**src/rtl/ovfm_pkg.sv**
```systemverilog
package ovfm_pkg;
   // Register select encoding on the bus
   typedef enum logic {
      SEL_COUNT = 1'b0,
      SEL_WRAP  = 1'b1
   } ovfm_sel_e;

   localparam int unsigned OVFM_BUS_W = 32;
   localparam int unsigned OVFM_CNT_W = 24;
endpackage

```
**src/rtl/ovfm_regs.sv**
```systemverilog
module ovfm_regs
   import ovfm_pkg::*;
#(
   parameter int unsigned BUS_W = OVFM_BUS_W,
   parameter int unsigned CNT_W = OVFM_CNT_W
) (
   input  logic             clk,
   input  logic             rst_n,
   input  logic             wr_en_i,
   input  logic             sel_i,
   input  logic [BUS_W-1:0] wdata_i,
   input  logic [CNT_W-1:0] cnt_i,
   output logic [CNT_W-1:0] wrap_o,
   output logic             cnt_wr_o,
   output logic [CNT_W-1:0] cnt_wdata_o,
   output logic [BUS_W-1:0] rdata_o
);
   localparam int unsigned PAD_W = BUS_W - CNT_W;

   logic [CNT_W-1:0] wrap_q;
   logic             wrap_wr;
   logic [CNT_W-1:0] sel_field;

   assign wrap_wr     = wr_en_i && (ovfm_sel_e'(sel_i) == SEL_WRAP);
   assign cnt_wr_o    = wr_en_i && (ovfm_sel_e'(sel_i) == SEL_COUNT);
   assign cnt_wdata_o = wdata_i[CNT_W-1:0];

   always_ff @(posedge clk or negedge rst_n) begin
      if (!rst_n)       wrap_q <= '0;
      else if (wrap_wr) wrap_q <= wdata_i[CNT_W-1:0];
   end

   assign wrap_o    = wrap_q;
   assign sel_field = (ovfm_sel_e'(sel_i) == SEL_WRAP) ? wrap_q : cnt_i;

   generate
      if (PAD_W > 0) begin : g_pad
         logic unused_hi_bits;
         assign unused_hi_bits = ^wdata_i[BUS_W-1:CNT_W];
         assign rdata_o = {{PAD_W{1'b0}}, sel_field};
      end else begin : g_nopad
         assign rdata_o = sel_field;
      end
   endgenerate


   wrap_hold_chk: assert property (@(posedge clk) disable iff (!rst_n)
      !wrap_wr |=> $stable(wrap_q));

   wrap_load_chk: assert property (@(posedge clk) disable iff (!rst_n)
      wrap_wr |=> wrap_q == $past(wdata_i[CNT_W-1:0]));
endmodule

```
**src/rtl/ovfm_counter.sv**
```systemverilog
module ovfm_counter #(
   parameter int unsigned CNT_W = 24
) (
   input  logic             clk,
   input  logic             rst_n,
   input  logic             ovf_i,
   input  logic             wr_i,
   input  logic [CNT_W-1:0] wdata_i,
   input  logic [CNT_W-1:0] wrap_i,
   output logic [CNT_W-1:0] cnt_o,
   output logic             evt_o
);
   localparam logic [CNT_W-1:0] ONE = {{(CNT_W-1){1'b0}}, 1'b1};

   logic [CNT_W-1:0] cnt_q, cnt_d;
   logic             evt_q, hit;

   assign hit = (cnt_q == wrap_i);

   always_comb begin
      cnt_d = cnt_q;
      if (wr_i)       cnt_d = wdata_i;
      else if (ovf_i) cnt_d = hit ? '0 : cnt_q + ONE;
   end

   always_ff @(posedge clk or negedge rst_n) begin
      if (!rst_n) begin
         cnt_q <= '0;
         evt_q <= 1'b0;
      end else begin
         cnt_q <= cnt_d;
         evt_q <= ovf_i && hit;
      end
   end

   assign cnt_o = cnt_q;
   assign evt_o = evt_q;


   match_clear_chk: assert property (@(posedge clk) disable iff (!rst_n)
      (ovf_i && !wr_i && cnt_q == wrap_i) |=> (cnt_q == '0 && evt_q));

   step_up_chk: assert property (@(posedge clk) disable iff (!rst_n)
      (ovf_i && !wr_i && cnt_q != wrap_i) |=> (cnt_q == $past(cnt_q) + ONE && !evt_q));

   write_wins_chk: assert property (@(posedge clk) disable iff (!rst_n)
      wr_i |=> cnt_q == $past(wdata_i));

   evt_cause_chk: assert property (@(posedge clk) disable iff (!rst_n)
      evt_q |-> $past(ovf_i));

   idle_hold_chk: assert property (@(posedge clk) disable iff (!rst_n)
      (!ovf_i && !wr_i) |=> ($stable(cnt_q) && !evt_q));
endmodule

```
**src/rtl/ovfm_top.sv**
```systemverilog
module ovfm_top
   import ovfm_pkg::*;
#(
   parameter int unsigned BUS_W = OVFM_BUS_W,
   parameter int unsigned CNT_W = OVFM_CNT_W
) (
   input  logic             clk,
   input  logic             rst_n,
   input  logic             ovf_pulse,
   input  logic             bus_wr_en,
   input  logic             bus_sel,
   input  logic [BUS_W-1:0] bus_wdata,
   output logic [BUS_W-1:0] bus_rdata,
   output logic             irq_evt
);
   generate
      if (CNT_W < 1 || CNT_W > BUS_W) begin : g_bad_width
         $error("ovfm_top: CNT_W must lie in 1..BUS_W");
      end
   endgenerate

   logic [CNT_W-1:0] wrap_v, cnt_v, cnt_wdata;
   logic             cnt_wr;

   ovfm_regs #(.BUS_W(BUS_W), .CNT_W(CNT_W)) u_regs (
      .clk         (clk),
      .rst_n       (rst_n),
      .wr_en_i     (bus_wr_en),
      .sel_i       (bus_sel),
      .wdata_i     (bus_wdata),
      .cnt_i       (cnt_v),
      .wrap_o      (wrap_v),
      .cnt_wr_o    (cnt_wr),
      .cnt_wdata_o (cnt_wdata),
      .rdata_o     (bus_rdata)
   );

   ovfm_counter #(.CNT_W(CNT_W)) u_cnt (
      .clk     (clk),
      .rst_n   (rst_n),
      .ovf_i   (ovf_pulse),
      .wr_i    (cnt_wr),
      .wdata_i (cnt_wdata),
      .wrap_i  (wrap_v),
      .cnt_o   (cnt_v),
      .evt_o   (irq_evt)
   );
endmodule

```
**config.mk**
```make
export PLATFORM = sky130hd
export DESIGN_NAME = ovfm_top
export DESIGN_NICKNAME = d
export VERILOG_FILES = /design/src/rtl/ovfm_pkg.sv /design/src/rtl/ovfm_regs.sv /design/src/rtl/ovfm_counter.sv /design/src/rtl/ovfm_top.sv
export SDC_FILE = /design/constraint.sdc
export NUM_CORES = 1
export LEC_CHECK = 0
export CAP_MARGIN = 20
export CORE_MARGIN = 1.5
export CORE_UTILIZATION = 45
export CTS_CLUSTER_DIAMETER = 120
export DETAILED_ROUTE_END_ITERATION = 8
export PLACE_DENSITY_LB_ADDON = 0.15
export REMOVE_ABC_BUFFERS = 1
export SYNTH_ARGS = -nofsm -noshare
export SYNTH_HDL_FRONTEND = slang
export SYNTH_SLANG_ARGS = --single-unit
```
**constraint.sdc**
```tcl
create_clock -name clk -period 4.3 [get_ports clk]
set_input_delay 0.43 -clock clk [delete_from_list [all_inputs] [get_ports clk]]
set_output_delay 0.43 -clock clk [all_outputs]
set_load 0.01 [all_outputs]
```
==> impl_results.md, run 1 <==
* Fin. Hold Viols at 0
* Worst endpoint data arrival time at 2.11 ns
* GRT Overall Usage at 21.2%
* Row Count at 30
* Pwr Density at approximately 350 mW/mm2
* Post-CTS resize count at 0
* # IOs at 70
* Placed cell areas at around 0.0038 mm2
* Synth area leader: dfrtp_1
* Initial core utilization at 46.5%
* Design area at 0.00387 mm2
* Clk slew on worst S/H paths at 0.10 ns
* Pins Over Slew Limit at 0
* Via count at 2556
* PortBufs at 53
* DRT Pass-1 Iters at 4
* Hold buffer count at CTS at 0
* Largest delay share family, worst path: buffers and inverters
* Leakage at around 1.5 nW
* CP startpoint kind: input pin
* Synthesized area at roughly 0.0032 mm2
* Ys async rst share at 100%
* DRC at 0
* Setup-failing EPs final at 0
* Die W at 86.8 um
* Area contributors post-synth: dfrtp_1, mux2_2, xor2_1
* Largest net degree at the start of global routing at 50
* Vias in the first global route at 2438
* #FFs+latches synth at 49
* Core Box Area at 0.00679 mm2
* Worst-skew pair later-pin latency at approximately 0.31 ns
* GRT Residual Overflow at 0
* RSZ-0062 raised after global routing: no
* Worst slew margin at 56.9%
* CP bufs+invs at 3
* Die Footprint at 0.00753 mm2
* Post-DRT Antenna Nets at 0
* Outcome: finished clean
* Top FF cell, synth: dfrtp_1
* First-pass GRT wire length at 12300 um
* Crit path cell chain: clkdlybuf4s50_1 > buf_4 > mux2_2 > clkdlybuf4s50_1
* CP peak stage delay at 0.48 ns
* Min cycle time layout at 2.54 ns
* Slowest stage cell, crit path: clkdlybuf4s50_1
* Seq/Total Area, Yosys at 38.8%
* Post-DP HPWL at 5440 um
* Nets at 419
* Final TNS setup at 0 ns
* Post-Syn Instances at 332
* Hold Crit Class: input pin to async pin
* CTS sink count at slightly below 50
* Fin Hold WS at 0.221 ns
* Post-synth EDFFs at 0
* Total CTS buffers at 5
* Root Buffer: clkbuf_8
* Iteration-0 DRC Markers at 131
* Share of layout cells above drive strength 1 at between 10% and 20%
* Util after Layout at between 50 and 60%
* VDD IR max at 0.222 mV
* Ys Warns at 0
* Avg Cell Area, Syn at 9.51 um2
* Crit path max fanout at 30
* Drt wl/cell at ~16 um
* Initial antenna violation count at 0
* Die Y-Extent at 86.8 um
* N_diodes at 0
* CTS tree: done
* Synth unique cells at 49
* Routed WL at 7580 um
* Tcrit/Tclk final at 59.2%
* Worst Setup End Kind: output port
* CTS H-Tree Depth at 2
* Share of the synthesized area in the top cell type at about two fifths
* Crit path kind: input pin to output port
* Final GP Congestion at 0.911
* Critical Path RT at 3.87 ns
* Slew @ Worst Pin at 0.646 ns
* Tot Pwr at 0.00134 W
* Top cells by instance count after synthesis: dfrtp_1, mux2_2, nand2_1, xor2_1, o21ai_0
* Top-count cell post-synth: dfrtp_1
* Most Frequent Cell on Critical Path: clkdlybuf4s50_1
* Area Growth Syn to Fin at 22.6%
* Highest clock rate at 393 MHz
* Max-cap violations at 0
* Post-CTS Setup Bufs at 0
* Max clock buf depth at 2
* Clk_skew at 0.0133 ns
* Via-per-instance ratio at about 5.3
worst register-to-register path, delay by kind of cell (launching register included):
family	cells	cell delay (ns)
compound gates	3	0.81
simple gates	2	0.80
flops	1	0.46
xor+xnor	1	0.19
power by group:
part	switching, W	leakage [nW]	internal, W
clock network	0.000160	0.0585	0.000190
registers	0.0000856	0.565	0.000523
logic	0.000166	0.894	0.000212
total	0.000412	1.52	0.000925
layout by cell type (no fill, tap or decap), types with 8 or more instances in the layout:
master | netlist | layout
clkdlybuf4s50_1 | 0 | 52
nor4_1 | 8 | 8
conb_1 | 1 | 8
xor2_1 | 27 | 27
nor3_1 | 10 | 10
a21oi_1 | 19 | 19
nand2_1 | 29 | 29
nand3_1 | 13 | 13
mux2_2 | 46 | 46
o21ai_0 | 24 | 24
buf_4 | 8 | 8
nor2_1 | 21 | 21
dfrtp_1 | 49 | 49
final cells by class:
class                      count  area (um2)
multi-input combinational    259        1800
fill                         637        2920
timing repair buffer          61         586
clock buffer                   7        86.3
inverter                       5        18.8
sequential                    49        1230
clock inverter                 1        30.0
tap                           96         120
state kept, by name, summed over array words and instances (netlist names):
register,count
u_regs.wrap_o,24
u_cnt.evt_o,1
u_cnt.cnt_o,24
final timing paths:
check | slack [ns] | to | start | cells after the start
max reg2reg | 1.96 | u_cnt.cnt_o[6] | u_cnt.cnt_o[17] | 6
max in group asynchronous | 3.65 | u_regs.wrap_o[14] | rst_n | 2
min | 0.22 | u_cnt.cnt_o[2] | rst_n | 2
min in group clk | 0.55 | u_regs.wrap_o[15] | u_regs.wrap_o[15] | 1
max | 1.76 | bus_rdata[5] | bus_sel | 4
min reg2reg | 0.55 | u_regs.wrap_o[15] | u_regs.wrap_o[15] | 1
metrics by stage:
step | instances | worst slack (ns)
after floorplan | 313 | 2.17
after global placement | 470 | 1.74
after detailed placement | 470 | 1.69
after CTS | 478 | 1.74
after global routing | 478 | 1.69
final | 478 | 1.76
cells by family after synthesis:
group	share of synthesized area (%)
buf+inv	4.95
mux	17.4
fa+ha+maj	0.396
other cells	0.119
xor+xnor	7.49
flops	38.8
compound gates	13.0
simple gates	17.9
metal layers:
layer	vias to the layer above	part of all wire (%)	global-route usage [%]
met3	6	3.7	3.52
li1	1266	-	-
met4	0	0.82	5.28
met5	-	0	0
met1	1224	49	29.6
met2	60	47	34.6
No activity file was read; power rests on OpenSTA's default activity.
==> run 2, diff against run 1 <==
==> constraint.sdc (replaced) <==
create_clock -name clk -period 2.06 [get_ports clk]
set_input_delay 0.206 -clock clk [delete_from_list [all_inputs] [get_ports clk]]
set_output_delay 0.206 -clock clk [all_outputs]
set_load 0.01 [all_outputs]
==> impl_results.md, run 2 (synthesized netlist as in run 1, its figures left out) <==
* Outcome: finished clean
* Share of layout cells above drive strength 1 at 28.7% (+8.8 points)
* Post-DRT Antenna Nets at 0 (unchanged)
* N_diodes at 0 (unchanged)
* Worst reg-to-reg setup slack at 0.10 ns (-1.86 ns)
* Grt met1 use at 32.5% (+3.0 points)
* Leakage at 1.71 nW (+13%)
* Post-DP HPWL at 6050 um (+11%)
* Placed cell areas at 0.00408 mm2 (+8.6%)
* CP peak stage delay at 0.50 ns (+0.02 ns)
* Met2 Usage GRT at 37.6% (+3.1 points)
* Row Count at 30 (unchanged)
* CP startpoint kind: input pin
* Hold Crit Class: input pin to async pin
* Worst-skew pair later-pin latency at 0.30 ns (about the same)
* Clk slew on worst S/H paths at 0.09 ns (about the same)
* Most Frequent Cell on Critical Path: clkdlybuf4s50_1
* CTS sink count at 49 (unchanged)
* Iteration-0 DRC Markers at 143 (+9.2%)
* Initial core utilization at 46.5% (unchanged)
* Commonest non-fill, non-tap cell in the layout: clkdlybuf4s50_1
* Worst endpoint data arrival time at 1.77 ns (-0.34 ns)
* DRC at 0 (unchanged)
* Die Footprint at 0.00753 mm2 (unchanged)
* Drt wl/cell at 15.6 um (-1.6%)
* Worst slew margin at 58.7% (+1.8 points)
* Placed Cells at 508 (+8.1%)
* # IOs at 70 (unchanged)
* Pins Over Slew Limit at 0 (unchanged)
* DRT Pass-1 Iters at 4 (unchanged)
* Worst reg2reg path endpoint: u_cnt.cnt_o[8]
* Post-place setup slack at 0.00316 ns (-1.69 ns)
* Die Y-Extent at 86.8 um (unchanged)
* GRT Residual Overflow at 0 (unchanged)
* Crit path kind: input pin to output port
* PortBufs at 53 (unchanged)
* Crit path cell chain: clkdlybuf4s50_1 > buf_12 > mux2_2 > clkdlybuf4s50_1
* Post-Layout Cell Count at 518 (+8.4%)
* Tcrit/Tclk final at 95.9%
* Register-to-Register Path Depth at 7 (+1)
* Pwr Density at 654 mW/mm2 (+89%)
* Tot Pwr at 0.00277 W (+110%)
* Routed WL at 8090 um (+6.6%)
* Root Buffer: clkbuf_8
* Total CTS buffers at 5 (unchanged)
* Worst Setup End Kind: output port
* Max-cap violations at 0 (unchanged)
* Via count at 2748 (+7.5%)
* # fillers at 600 (-5.8%)
* VDD IR max at 0.335 mV (+51%)
* FF-to-FF Start: u_cnt.cnt_o[17]
* Sequential cell area at 0.00123 mm2 (+0.10%)
* Nets at 459 (+9.5%)
* CTS tree: done
* Gr busiest metal: met2
* RSZ-0062 raised after global routing: yes
* First-pass GRT wire length at 13700 um (+12%)
* Design area at 0.00423 mm2 (+9.3%)
* Crit path max fanout at 30 (unchanged)
* GRT Overall Usage at 23.3% (+2.1 points)
* Setup ws final at 0.0838 ns (-1.67 ns)
* Clk_skew at 0.00948 ns (-0.00381 ns)
* Commonest non-fill, non-tap cells in the layout: clkdlybuf4s50_1, dfrtp_1, mux2_2
* Vias in the first global route at 2769 (+14%)
* Worst Setup EP: bus_rdata[9]
* Initial antenna violation count at 0 (unchanged)
* Area Growth Syn to Fin at 34.0%
* Highest clock rate at 506 MHz
* Slowest stage cell, crit path: clkdlybuf4s50_1
* Via-per-instance ratio at 5.31 (-0.79%)
* CTS H-Tree Depth at 2 (unchanged)
* Core Box Area at 0.00679 mm2 (unchanged)
* Min cycle time layout at a little under 2 ns
* Crit path launch: bus_sel
* M3 GR Usage at 2.38% (-1.1 points)
* Setup-failing EPs final at 0 (unchanged)
* Multi-input gate area at 0.00187 mm2 (+3.5%)
* Max clock buf depth at 2 (unchanged)
* Slew @ Worst Pin at 0.620 ns (-0.0263 ns)
* Die W at 86.8 um (unchanged)
* Final GP Congestion at 0.878 (-3.6%)
* Largest net degree at the start of global routing at 31 (-38%)
* Post-CTS Setup Bufs at 0 (unchanged)
* Fin. Hold Viols at 0 (unchanged)
* Critical Path RT at 1.85 ns (-2.02 ns)
==> run 2: cell count changes in the layout (fill, tap and decap cells not counted), sizes merged <==
cell         change
bufinv           -1
dlygate4sd3      +1
clkbuf           +1
buf             +38
or2              +1
==> run 2: area by class of cell <==
type | instances | share of cell area (%)
multi-input cells | 260 | 44.1
inverters | 5 | 0.443
repair buffers | 100 | 21.7
clock buffers | 8 | 1.89
flip-flops and latches | 49 | 29.0
well taps | 96 | 2.84
==> run 2: how the worst min path moves through the flow <==
| stage | from | endpoint |
|---|---|---|
| 5_1_grt | bus_wdata[8] | u_cnt.cnt_o[8] |
| 3_5_place_dp | rst_n | u_regs.wrap_o[0] |
| 3_3_place_gp | rst_n | u_regs.wrap_o[0] |
| 6_report | rst_n | u_cnt.cnt_o[17] |
| 4_1_cts | rst_n | u_regs.wrap_o[12] |
| 2_1_floorplan | rst_n | u_cnt.cnt_o[0] |
==> run 2: worst max-delay path: cells and delay by family <==
family	cells	cell delay, ns
mux	1	0.35
buf+inv	3	1.18
==> run 2: per-layer routing <==
layer	wire length (um)	up-vias	share of wire [%]
met5	0	-	0
met4	150	0	1.9
met3	362	14	4.5
met2	3830	78	47
met1	3740	1304	46
li1	-	1352	-
==> run 2: timing repair <==
action                     4_1_cts  5_1_grt
cloned                           0        1
hold buffers                     1        0
hold endpoints to repair        23        0
gates resized for setup          1       10
pin swaps                        0        5
setup endpoints to repair        4       23
==> run 2: where the power goes <==
group	total, W	internal (W)	switching (W)
Sequential	0.00120	0.00109	0.000107
Clock	0.000554	0.000242	0.000312
Combinational	0.00101	0.000543	0.000470
==> run 2: metrics by stage <==
stage	setup TNS (ns)	utilization, %	hold WS (ns)
6_report	0	62.3	0.458
5_1_grt	-0.0107	62.3	0.489
4_1_cts	0	61.4	0.461
3_5_place_dp	0	60.0	0.249
3_3_place_gp	0	60.0	0.239
2_1_floorplan	0	-	-0.0896
